File: config.mk
export PLATFORM = sky130hd
export DESIGN_NAME = aer_pingpong_capture
export DESIGN_NICKNAME = d
export VERILOG_FILES = /design/src/rtl/aer_cap_pkg.sv /design/src/rtl/aer_req_sync.sv /design/src/rtl/aer_bank_pair.sv /design/src/rtl/aer_hs_ctrl.sv /design/src/rtl/aer_pingpong_capture.sv
export SDC_FILE = /design/constraint.sdc
export NUM_CORES = 1
export LEC_CHECK = 0
export BUFFER_PORTS_ARGS = -buffer_cell sky130_fd_sc_hd__buf_2
export CORE_MARGIN = 2
export CORE_UTILIZATION = 50
export DETAILED_ROUTE_END_ITERATION = 10
export PLACE_DENSITY = 0.66
export SYNTH_ARGS = -nofsm -noshare
export SYNTH_HDL_FRONTEND = slang
export SYNTH_SLANG_ARGS = --single-unit
File: constraint.sdc
create_clock -name clk -period 6.65 [get_ports clk]
set_input_delay 0.9975 -clock clk [delete_from_list [all_inputs] [get_ports clk]]
set_output_delay 0.9975 -clock clk [all_outputs]
set_load 0.02 [all_outputs]
File: src/rtl/aer_cap_pkg.sv
package aer_cap_pkg;
    typedef enum logic [1:0] {
        ST_IDLE  = 2'd0,
        ST_TAKE  = 2'd1,
        ST_STALL = 2'd2,
        ST_ACK   = 2'd3
    } hs_state_t;
endpackage

File: src/rtl/aer_req_sync.sv
module aer_req_sync #(
    parameter int STAGES = 2
) (
    input  logic clk,
    input  logic rst_n,
    input  logic din,
    output logic dout
);
    logic [STAGES-1:0] chain;

    always_ff @(posedge clk or negedge rst_n) begin
        if (!rst_n) chain <= '0;
        else        chain <= {chain[STAGES-2:0], din};
    end

    assign dout = chain[STAGES-1];
endmodule

File: src/rtl/aer_bank_pair.sv
module aer_bank_pair #(
    parameter int ADDR_W = 10,
    parameter int DEPTH  = 16,
    localparam int IDX_W = $clog2(DEPTH)
) (
    input  logic              clk,
    input  logic              we,
    input  logic              wr_bank,
    input  logic [IDX_W-1:0]  wr_idx,
    input  logic [ADDR_W-1:0] wr_data,
    input  logic              rd_bank,
    input  logic [IDX_W-1:0]  rd_idx,
    output logic [ADDR_W-1:0] rd_data
);
    logic [ADDR_W-1:0] bank_word [2];

    // One storage array per bank; the bank pointer only steers access.
    for (genvar b = 0; b < 2; b++) begin : g_bank
        logic [ADDR_W-1:0] store [DEPTH];

        always_ff @(posedge clk) begin
            if (we && (wr_bank == 1'(b))) store[wr_idx] <= wr_data;
        end

        assign bank_word[b] = store[rd_idx];
    end

    assign rd_data = bank_word[rd_bank];
endmodule

File: src/rtl/aer_hs_ctrl.sv
module aer_hs_ctrl
    import aer_cap_pkg::*;
#(
    parameter int DEPTH  = 16,
    localparam int IDX_W = $clog2(DEPTH),
    localparam int CNT_W = $clog2(DEPTH + 1)
) (
    input  logic             clk,
    input  logic             rst_n,
    input  logic             req_sync,
    input  logic             hold_mode,
    input  logic             cons_ready,
    output logic             ack,
    output logic             we,
    output logic [IDX_W-1:0] wr_idx,
    output logic             fill_bank,
    output logic             swap_pulse,
    output logic [CNT_W-1:0] drop_count
);
    localparam logic [IDX_W-1:0] LAST_IDX = IDX_W'(DEPTH - 1);
    localparam logic [CNT_W-1:0] FULL_CNT = CNT_W'(DEPTH);

    hs_state_t        state, state_n;
    logic [IDX_W-1:0] fill_cnt;
    logic             pending;
    logic             released;
    logic             do_swap;
    logic             last_slot;

    assign released  = !pending || cons_ready;
    assign last_slot = (fill_cnt == LAST_IDX);

    // State register
    always_ff @(posedge clk or negedge rst_n) begin
        if (!rst_n) state <= ST_IDLE;
        else        state <= state_n;
    end

    // Next state and per-state outputs
    always_comb begin
        state_n = state;
        we      = 1'b0;
        do_swap = 1'b0;
        unique case (state)
            ST_IDLE: begin
                if (req_sync) state_n = ST_TAKE;
            end
            ST_TAKE: begin
                we = 1'b1;
                if (last_slot) begin
                    if (hold_mode && !released) begin
                        state_n = ST_STALL;
                    end else begin
                        do_swap = 1'b1;
                        state_n = ST_ACK;
                    end
                end else begin
                    state_n = ST_ACK;
                end
            end
            ST_STALL: begin
                if (released) begin
                    do_swap = 1'b1;
                    state_n = ST_ACK;
                end
            end
            ST_ACK: begin
                if (!req_sync) state_n = ST_IDLE;
            end
            default: state_n = ST_IDLE;
        endcase
    end

    assign ack    = (state == ST_ACK);
    assign wr_idx = fill_cnt;

    // Fill count, bank pointer, ownership and notification
    always_ff @(posedge clk or negedge rst_n) begin
        if (!rst_n) begin
            fill_cnt   <= '0;
            fill_bank  <= 1'b0;
            pending    <= 1'b0;
            swap_pulse <= 1'b0;
            drop_count <= '0;
        end else begin
            swap_pulse <= do_swap;
            if (do_swap) begin
                fill_cnt   <= '0;
                fill_bank  <= ~fill_bank;
                pending    <= 1'b1;
                drop_count <= released ? '0 : FULL_CNT;
            end else begin
                if (we) fill_cnt <= fill_cnt + 1'b1;
                if (cons_ready) pending <= 1'b0;
            end
        end
    end
endmodule

File: src/rtl/aer_pingpong_capture.sv
module aer_pingpong_capture #(
    parameter int ADDR_W = 10,
    parameter int DEPTH  = 16,
    localparam int IDX_W = $clog2(DEPTH),
    localparam int CNT_W = $clog2(DEPTH + 1)
) (
    input  logic              clk,
    input  logic              rst_n,
    input  logic              req_in,
    input  logic [ADDR_W-1:0] addr_in,
    output logic              ack_out,
    input  logic              hold_mode,
    input  logic              cons_ready,
    input  logic [IDX_W-1:0]  rd_idx,
    output logic [ADDR_W-1:0] rd_data,
    output logic              rd_bank,
    output logic              swap_pulse,
    output logic [CNT_W-1:0]  drop_count
);
    logic             req_sync;
    logic             we;
    logic [IDX_W-1:0] wr_idx;
    logic             fill_bank;

    aer_req_sync #(.STAGES(2)) u_sync (
        .clk  (clk),
        .rst_n(rst_n),
        .din  (req_in),
        .dout (req_sync)
    );

    aer_hs_ctrl #(.DEPTH(DEPTH)) u_ctrl (
        .clk       (clk),
        .rst_n     (rst_n),
        .req_sync  (req_sync),
        .hold_mode (hold_mode),
        .cons_ready(cons_ready),
        .ack       (ack_out),
        .we        (we),
        .wr_idx    (wr_idx),
        .fill_bank (fill_bank),
        .swap_pulse(swap_pulse),
        .drop_count(drop_count)
    );

    assign rd_bank = ~fill_bank;

    aer_bank_pair #(.ADDR_W(ADDR_W), .DEPTH(DEPTH)) u_banks (
        .clk    (clk),
        .we     (we),
        .wr_bank(fill_bank),
        .wr_idx (wr_idx),
        .wr_data(addr_in),
        .rd_bank(rd_bank),
        .rd_idx (rd_idx),
        .rd_data(rd_data)
    );
endmodule

; ---- Yosys cells after proc, flatten, opt, wreduce, memory -nomap -nowiden
; Memory sizes are Yosys's and may differ from the RTL's.
; Index checks and enable logic that the tools add are counted.
[totals]
register_bits = 16
latchBits = 0
ramBits = 320
romBits = 0
elab_cells = 53
mem_count = 2
[classes]
n_addsub = 1
n_mul = 0
n_div = 0
order_cmp = 1
eq_ne = 7
n_shift = 0
muxes = 23
n_bitwise = 2
n_reduce_logical = 10
[mem_list]
columns = name, depth, word_bits, rd, rd_clocked_by_memory_dff, write_ports, line
row1 = u_banks.g_bank[0].store, 16, 10, 1, 0, 1, aer_bank_pair.sv:19  ; logic [ADDR_W-1:0] store [DEPTH];
row2 = u_banks.g_bank[1].store, 16, 10, 1, 0, 1, aer_bank_pair.sv:19
[ops]
columns = cell, count
row1 = $mux 10, 3
row2 = $mux 1, 12
row3 = $mux 4, 2
row4 = $pmux 2 s4, 1
row5 = $mux 2, 3
row6 = $mux 5, 1
row7 = $add 4x1->4 const B, 1
row8 = $eq 2x2->1 const B, 2
row9 = $eq 4x4->1 const B, 1
row10 = $ne 2x2->1 const B, 2
row11 = $reduce_bool 2->1, 2
row12 = $logic_and 1x1->1, 3
row13 = $reduce_and 3->1, 1
row14 = $eq 2x1->1 const B, 1
row15 = $ge 2x2->1 const B, 1
row16 = $logic_not 1->1, 2
row17 = $logic_not 2->1, 1
row18 = $ne 2x1->1 const B, 1
row19 = $not 1->2, 1
row20 = $pmux 1 s2, 1
row21 = $logic_or 1x1->1, 1
row22 = $not 1->1, 1

; ---- Longest topological paths before layout
; Gate-level depths: netlist (run 1).
[depth]
ltp_word = 8
depth_mapped = 8
ltp_nobuf = 7

; ---- Modules after synthesis
; From an unflattened synthesis (run 1), not the netlist that was laid out.
[unflattened]
cells_unflattened = 786
area_unflattened_um2 = 13429.1
[by_module_without_submodules]
columns = mod, n_inst, cells_each, area_each_um2, seq_area_each_um2
row1 = aer_bank_pair, 1, 728, 12796.0, 9609.2
row2 = aer_hs_ctrl, 1, 55, 579.3, 250.2
row3 = aer_req_sync, 1, 2, 50.0, 50.0
row4 = aer_pingpong_capture, 1, 1, 3.8, 0.0

; ---- Least setup slack after synthesis (run 1)
; No wires, ideal clock.
[synth_timing]
kind = input port to output port
from = in rd_idx[1]
to = out rd_data[0]
t_arrival_ns = 2.051
path_slack_ns = 3.601
cell_stages = 7
path_cell_list = buf_6 -> buf_12 -> buf_6 -> mux2i_1 -> a21oi_1 -> a31oi_1 -> nand3_1
[synth_between]
elab_chain_cells = 4
word_cells_on_any_way = 5
[synth_lines]
columns = element, line
row1 = "start, declared", aer_pingpong_capture.sv:14  ; input logic [IDX_W-1:0] rd_idx,
row2 = $mem_v2 16x10, n/a
row3 = $mux 10 (not written as such) * (3 in series), aer_bank_pair.sv:28  ; assign rd_data = bank_word[rd_bank];
row4 = "end, declared", aer_pingpong_capture.sv:15  ; output logic [ADDR_W-1:0] rd_data,
; Every way passes the cells marked *; elsewhere a longest branch is shown, timed or not. The select of a mux whose other input is x is not followed.

; ---- Worst setup path in the final report (run 1)
[layout_timing]
from = in rd_idx[1]
to = out rd_data[9]
; The elaborated chain is that of the path after synthesis.

==> results of run 1 <==
-- flip-flops by register name (all words and copies together), names as in the netlist --
name	flops
u_ctrl.wr_idx	4
u_ctrl.fill_bank	1
u_ctrl.state	2
u_sync.chain	2
u_ctrl.pending	1
u_ctrl.swap_pulse	1
u_banks.g_bank.store	320
u_ctrl.drop_count	1
-- cells by family after synthesis --
kind of cell	count (synthesis)	share of synthesized area, %
AOI/OAI and AO/OA	99	5.18
xor gates and xnor gates	4	0.260
adders and majority gates	8	0.743
buffers and inverters	53	3.18
DFF	332	73.6
muxes	163	12.1
other	1	0.0278
and+or+nand+nor	128	4.92
-- critical path: stages --
cell and delay, ns:
clkbuf_8 0.82, buf_12 0.39, mux2i_1 0.23, a22oi_1 0.10, a31oi_1 0.32, nand3_1 0.11
buf_2 0.18
-- layout make-up --
cell class / count / share of cell area (%)
Clock buffer: 36 / 5.42
Clock inverter: 19 / 0.657
Inverter: 6 / 0.154
Multi-Input combinational cell: 406 / 21.6
Sequential cell: 332 / 67.6
Tap cell: 341 / 2.91
Timing Repair Buffer: 39 / 1.60
-- worst paths after layout --
path                                                 end  depth (start not counted)       startpoint
setup reg to reg           u_banks.g_bank[1].store[9][6]                          4  u_ctrl.state[1]
hold / removal                          u_ctrl.wr_idx[1]                          1            rst_n
min in group clk                         u_sync.chain[1]                          0  u_sync.chain[0]
setup / recovery                              rd_data[9]                          7        rd_idx[1]
max in group asynchronous           u_ctrl.drop_count[4]                          1            rst_n
hold reg to reg                          u_sync.chain[1]                          0  u_sync.chain[0]
-- where the power goes --
group          total [W]  switching, W  internal, W
combinational   0.000667      0.000463     0.000204
clock            0.00157      0.000718     0.000848
sequential       0.00244     0.0000483      0.00239
-- per-layer routing --
layer	track usage [%]	vias up	routed length, microns
met3	2.68	46	1890
met2	33.1	274	13700
li1	-	3144	-
met4	5.06	0	607
met5	0	-	0
met1	29.6	3485	12400
-- cells in the final DEF (no fill, tap or decap), drive strengths merged, types with 3 or more instances in the layout --
| cell type | instances |
|---|---|
| edfxtp | 320 |
| mux2i | 162 |
| a22oi | 40 |
| buf | 38 |
| clkbuf | 37 |
| nand2 | 32 |
| nor2 | 23 |
| nand3 | 22 |
| a21oi | 21 |
| a22o | 20 |
| nor3 | 18 |
| clkinv | 17 |
| and2 | 13 |
| dfrtp | 12 |
| nand4 | 11 |
| a31oi | 10 |
| ha | 8 |
| inv | 7 |
| conb | 4 |
| nand2b | 3 |
| o21ai | 3 |
-- stage by stage --
| step | total power, W | hold slack [ns] | instances | area, sq um |
|---|---|---|---|---|
| 5_1_grt | 0.00484 | 0.310 | 1179 | 14700 |
| 2_1_floorplan | 0.00291 | 0.331 | 791 | 13500 |
| 3_5_place_dp | 0.00314 | 0.342 | 1124 | 13800 |
| 6_report | 0.00467 | 0.294 | 1179 | 14700 |
| 4_1_cts | 0.00469 | 0.290 | 1179 | 14700 |
| 3_3_place_gp | 0.00312 | 0.340 | 1124 | 13800 |
==> flow_summary.ini, run 1 <==
[place]
io_buffers = 32
gp_congestion = 0.823
dp_hpwl_mm = 16.9
place_ws_ns = 2.34

[drt]
drc = 0
route.detailed.wl_per_inst_microns = 24.3
totalWireLength_mm = 28.6
ant_nets = 0
drtIter0Drc = 699
drt_first_pass_iters = 5
dr_total_vias = 6949
viasPerCell = 5.89

[clock_tree]
h-tree-depth = 1
cts_buffer_depth = 3
clk_pin_slew_ns = 0.06
clockRootBuffer = clkbuf_16
cts_tree = built
postCtsSetupRepairBufs = 0
cts_made_buffers = 31
clk_latency_ns = 0.57
cts-resized-gates = 0
cts_hold_buf = 0
cts_sinks = 332

[global_route]
overflow = 0
grt_max_degree = 114
grt_pass1_wl_mm = 43.1
grt.total_usage_pct = 20.4
antenna_found_initial = 0
grt_pass1_vias = 6999

[power_and_ir_drop]
power.leakage_nw = 5.12
ir_worst_vdd_uv = 290
pwr_density_cell_nw_per_um2 = 319

[synth]
synth-edff-count = 320
synth_area_sq_um = 13500
avgSynthCellArea_sq_um = 17.1
async_flop_share_pct = 3.61
synth_top_area_share_pct = 71.3
synth.most_common_cell = edfxtp_1
ys_seq_area_share_pct = 73.6
netlist-cell-type-count = 39
synth_seq_cells = 332
synth_common_cells = edfxtp_1, mux2i_1, a22oi_1
synth_largest_area_cell = edfxtp_1
synth_ff_type = edfxtp_1
yosysWarnings = 0
post_synth_inst_count = 788
ys_top_cells_by_area = edfxtp_1, mux2i_1, a22oi_1

[floorplanning]
fp-row-count = 60
io_pins = 37
core_area_sq_um = 26700
die-area_sq_um = 28300
die_x_microns = 168
initial_core_util_pct = 50.4
die_h_microns = 168

[sta]
slew_headroom_pct = 18.1
final-hold-violation-count = 0
fmax_ghz = 0.231
timing.final.ws_setup_ns = 2.33
worst_pin_slew_ns = 1.23
rsz0062_at_grt = false
fin_skew_ns = 0.0247
min_period_ns = 4.32
timing.final.max_slew_violations = 0
period_share_pct = 65.0
setup-tns-final_ns = 0
finalSetupViolations = 0

[job]
drv_cap = 0

[setup_path]
cp.arrival_ns = 3.33
cp_max_fo = 113
required_ns = 5.65
r2r_slack_ns = 4.11
cp-start-kind = input port
crit_type = in -> out
setup.worst_path.end_class = output pin

[final_layout]
nets = 843
ff_latch_area_sq_um = 9910
diodes = 0
multi_input_area_sq_um = 3170
fillers = 2090
syn2layout_area_growth_pct = 8.80
postLayoutCoreUtil_pct = 54.8
post_route_cells_drive_above_1_share_pct = 11.5

[min_path]
hold_class = in -> async

[outcome]
outcome = finished clean
Power figures use the tool's default switching activity.
==> run 2, diff against run 1 <==
==> constraint.sdc (replaced) <==
create_clock -name clk -period 4.05 [get_ports clk]
set_input_delay 0.6075 -clock clk [delete_from_list [all_inputs] [get_ports clk]]
set_output_delay 0.6075 -clock clk [all_outputs]
set_load 0.02 [all_outputs]
==> flow_summary.ini, run 2 (synthesis gave the netlist of run 1 again) <==
[clock_tree]
postCtsSetupRepairBufs = 0
cts-resized-gates = 0
clk_latency_ns = 0.52
clockRootBuffer = clkbuf_16
cts_tree = built
cts_buffer_depth = 3
cts_hold_buf = 1
cts_sinks = 332
cts_made_buffers = 35
clk_pin_slew_ns = 0.05
h-tree-depth = 2

[drt]
drt_first_pass_iters = 5
viasPerCell = 5.95
drc = 0
drtIter0Drc = 655
route.detailed.wl_per_inst_microns = 25.0
totalWireLength_mm = 29.8
ant_nets = 0
dr_total_vias = 7094

[final_layout]
nets = 858
fillers = 2078
post-route-cell-area_sq_um = 14900
post_route_cells_drive_above_1_share_pct = 12.8
syn2layout_area_growth_pct = 10.6
layout_common_cells = edfxtp_1, mux2i_1, a22oi_1
diodes = 0
top_register = u_banks.g_bank.store
layout.cells.most_common = edfxtp_1
ff_latch_area_sq_um = 9910
multi_input_area_sq_um = 3150
largest_reg_flops = 320

[power_and_ir_drop]
power.share.combinational_pct = 13.4
power_frac_seq_pct = 50.1
swShare_pct = 25.5
p_clk_share_pct = 36.5
pwr_density_cell_nw_per_um2 = 539
switchingPower_w = 0.00205
ir_worst_vdd_uv = 640
power.leakage_nw = 5.25
internal-power_w = 0.00598

[setup_path]
setup.worst_path.end_class = output pin
crit_type = in -> out
required_ns = 3.44
cp.arrival_ns = 2.57
cp-start-kind = input port
cp_max_fo = 37

[global_route]
overflow = 0
grt_max_degree = 41
grt.total_usage_pct = 21.2
grt_pass1_wl_mm = 44.1
grt_pass1_vias = 6988
antenna_found_initial = 0

[place]
place_area_sq_um = 13800
gp_congestion = 0.807
io_buffers = 32
dp_hpwl_mm = 18.0

[sta]
period_share_pct = 78.5
min_period_ns = 3.18
hold_ws_ns = 0.209
rsz0062_at_grt = false
setup-tns-final_ns = 0
slew_headroom_pct = 16.2
worst_pin_slew_ns = 1.25
timing.final.max_slew_violations = 0
final-hold-violation-count = 0
fmax_ghz = 0.315
fin_skew_ns = 0.0121
finalSetupViolations = 0

[outcome]
outcome = finished clean

[floorplanning]
core_area_sq_um = 26700
die_x_microns = 168
die-area_sq_um = 28300
initial_core_util_pct = 50.4
fp-row-count = 60
io_pins = 37
die_h_microns = 168

[min_path]
hold_class = in -> reg

[job]
drv_cap = 0
## run 2: power groups by stage
stage / clock network [W] / registers [W] / logic, W
2_1_floorplan: 0 / 0.00405 / 0.000727
3_3_place_gp: 0 / 0.00408 / 0.00105
3_5_place_dp: 0 / 0.00409 / 0.00107
4_1_cts: 0.00297 / 0.00402 / 0.00108
5_1_grt: 0.00310 / 0.00404 / 0.00116
6_report: 0.00293 / 0.00402 / 0.00108
## run 2: routing by layer
| layer | up-vias | track usage [%] | part of all wire (%) |
|---|---|---|---|
| met3 | 41 | 3.24 | 5.4 |
| met1 | 3661 | 30.8 | 45 |
| met2 | 225 | 33.3 | 47 |
| met5 | - | 0 | 0 |
| li1 | 3167 | - | - |
| met4 | 0 | 6.63 | 2.6 |
## run 2: final timing paths
path                       cells after the start             from  slack, ns                       endpoint
max reg2reg                                    5  u_ctrl.state[1]       1.52  u_banks.g_bank[0].store[7][5]
max                                            8        rd_idx[1]       0.87                     rd_data[5]
max in group asynchronous                      2            rst_n       3.33                u_sync.chain[1]
min in group asynchronous                      2            rst_n       0.51               u_ctrl.wr_idx[2]
min                                            1           req_in       0.21                u_sync.chain[0]
min reg2reg                                    0  u_sync.chain[0]       0.37                u_sync.chain[1]
## run 2: stage by stage
| stage | power (W) | std cells | util (%) | worst slack (ns) |
|---|---|---|---|---|
| after floorplan | 0.00478 | 791 | - | 1.78 |
| after global placement | 0.00513 | 1134 | 51.8 | 0.890 |
| after detailed placement | 0.00516 | 1134 | 51.8 | 0.855 |
| after CTS | 0.00807 | 1193 | 55.7 | 0.880 |
| after global routing | 0.00829 | 1193 | 55.7 | 0.834 |
| final | 0.00803 | 1193 | 55.7 | 0.872 |
## run 2: cell type report
class | instances | area share (%)
tap | 341 | 2.87
clock inverter | 15 | 0.882
inverter | 6 | 0.151
timing repair buffer | 50 | 2.31
multi-input combinational | 406 | 21.2
clock buffer | 43 | 6.08
sequential | 332 | 66.5
## run 2: critical path, stage by stage
cell,delay (ns)
clkbuf_8,0.36
buf_4,0.30
mux2i_1,0.38
a22o_1,0.20
nor3_2,0.06
a31oi_1,0.30
nand3_1,0.14
buf_2,0.19
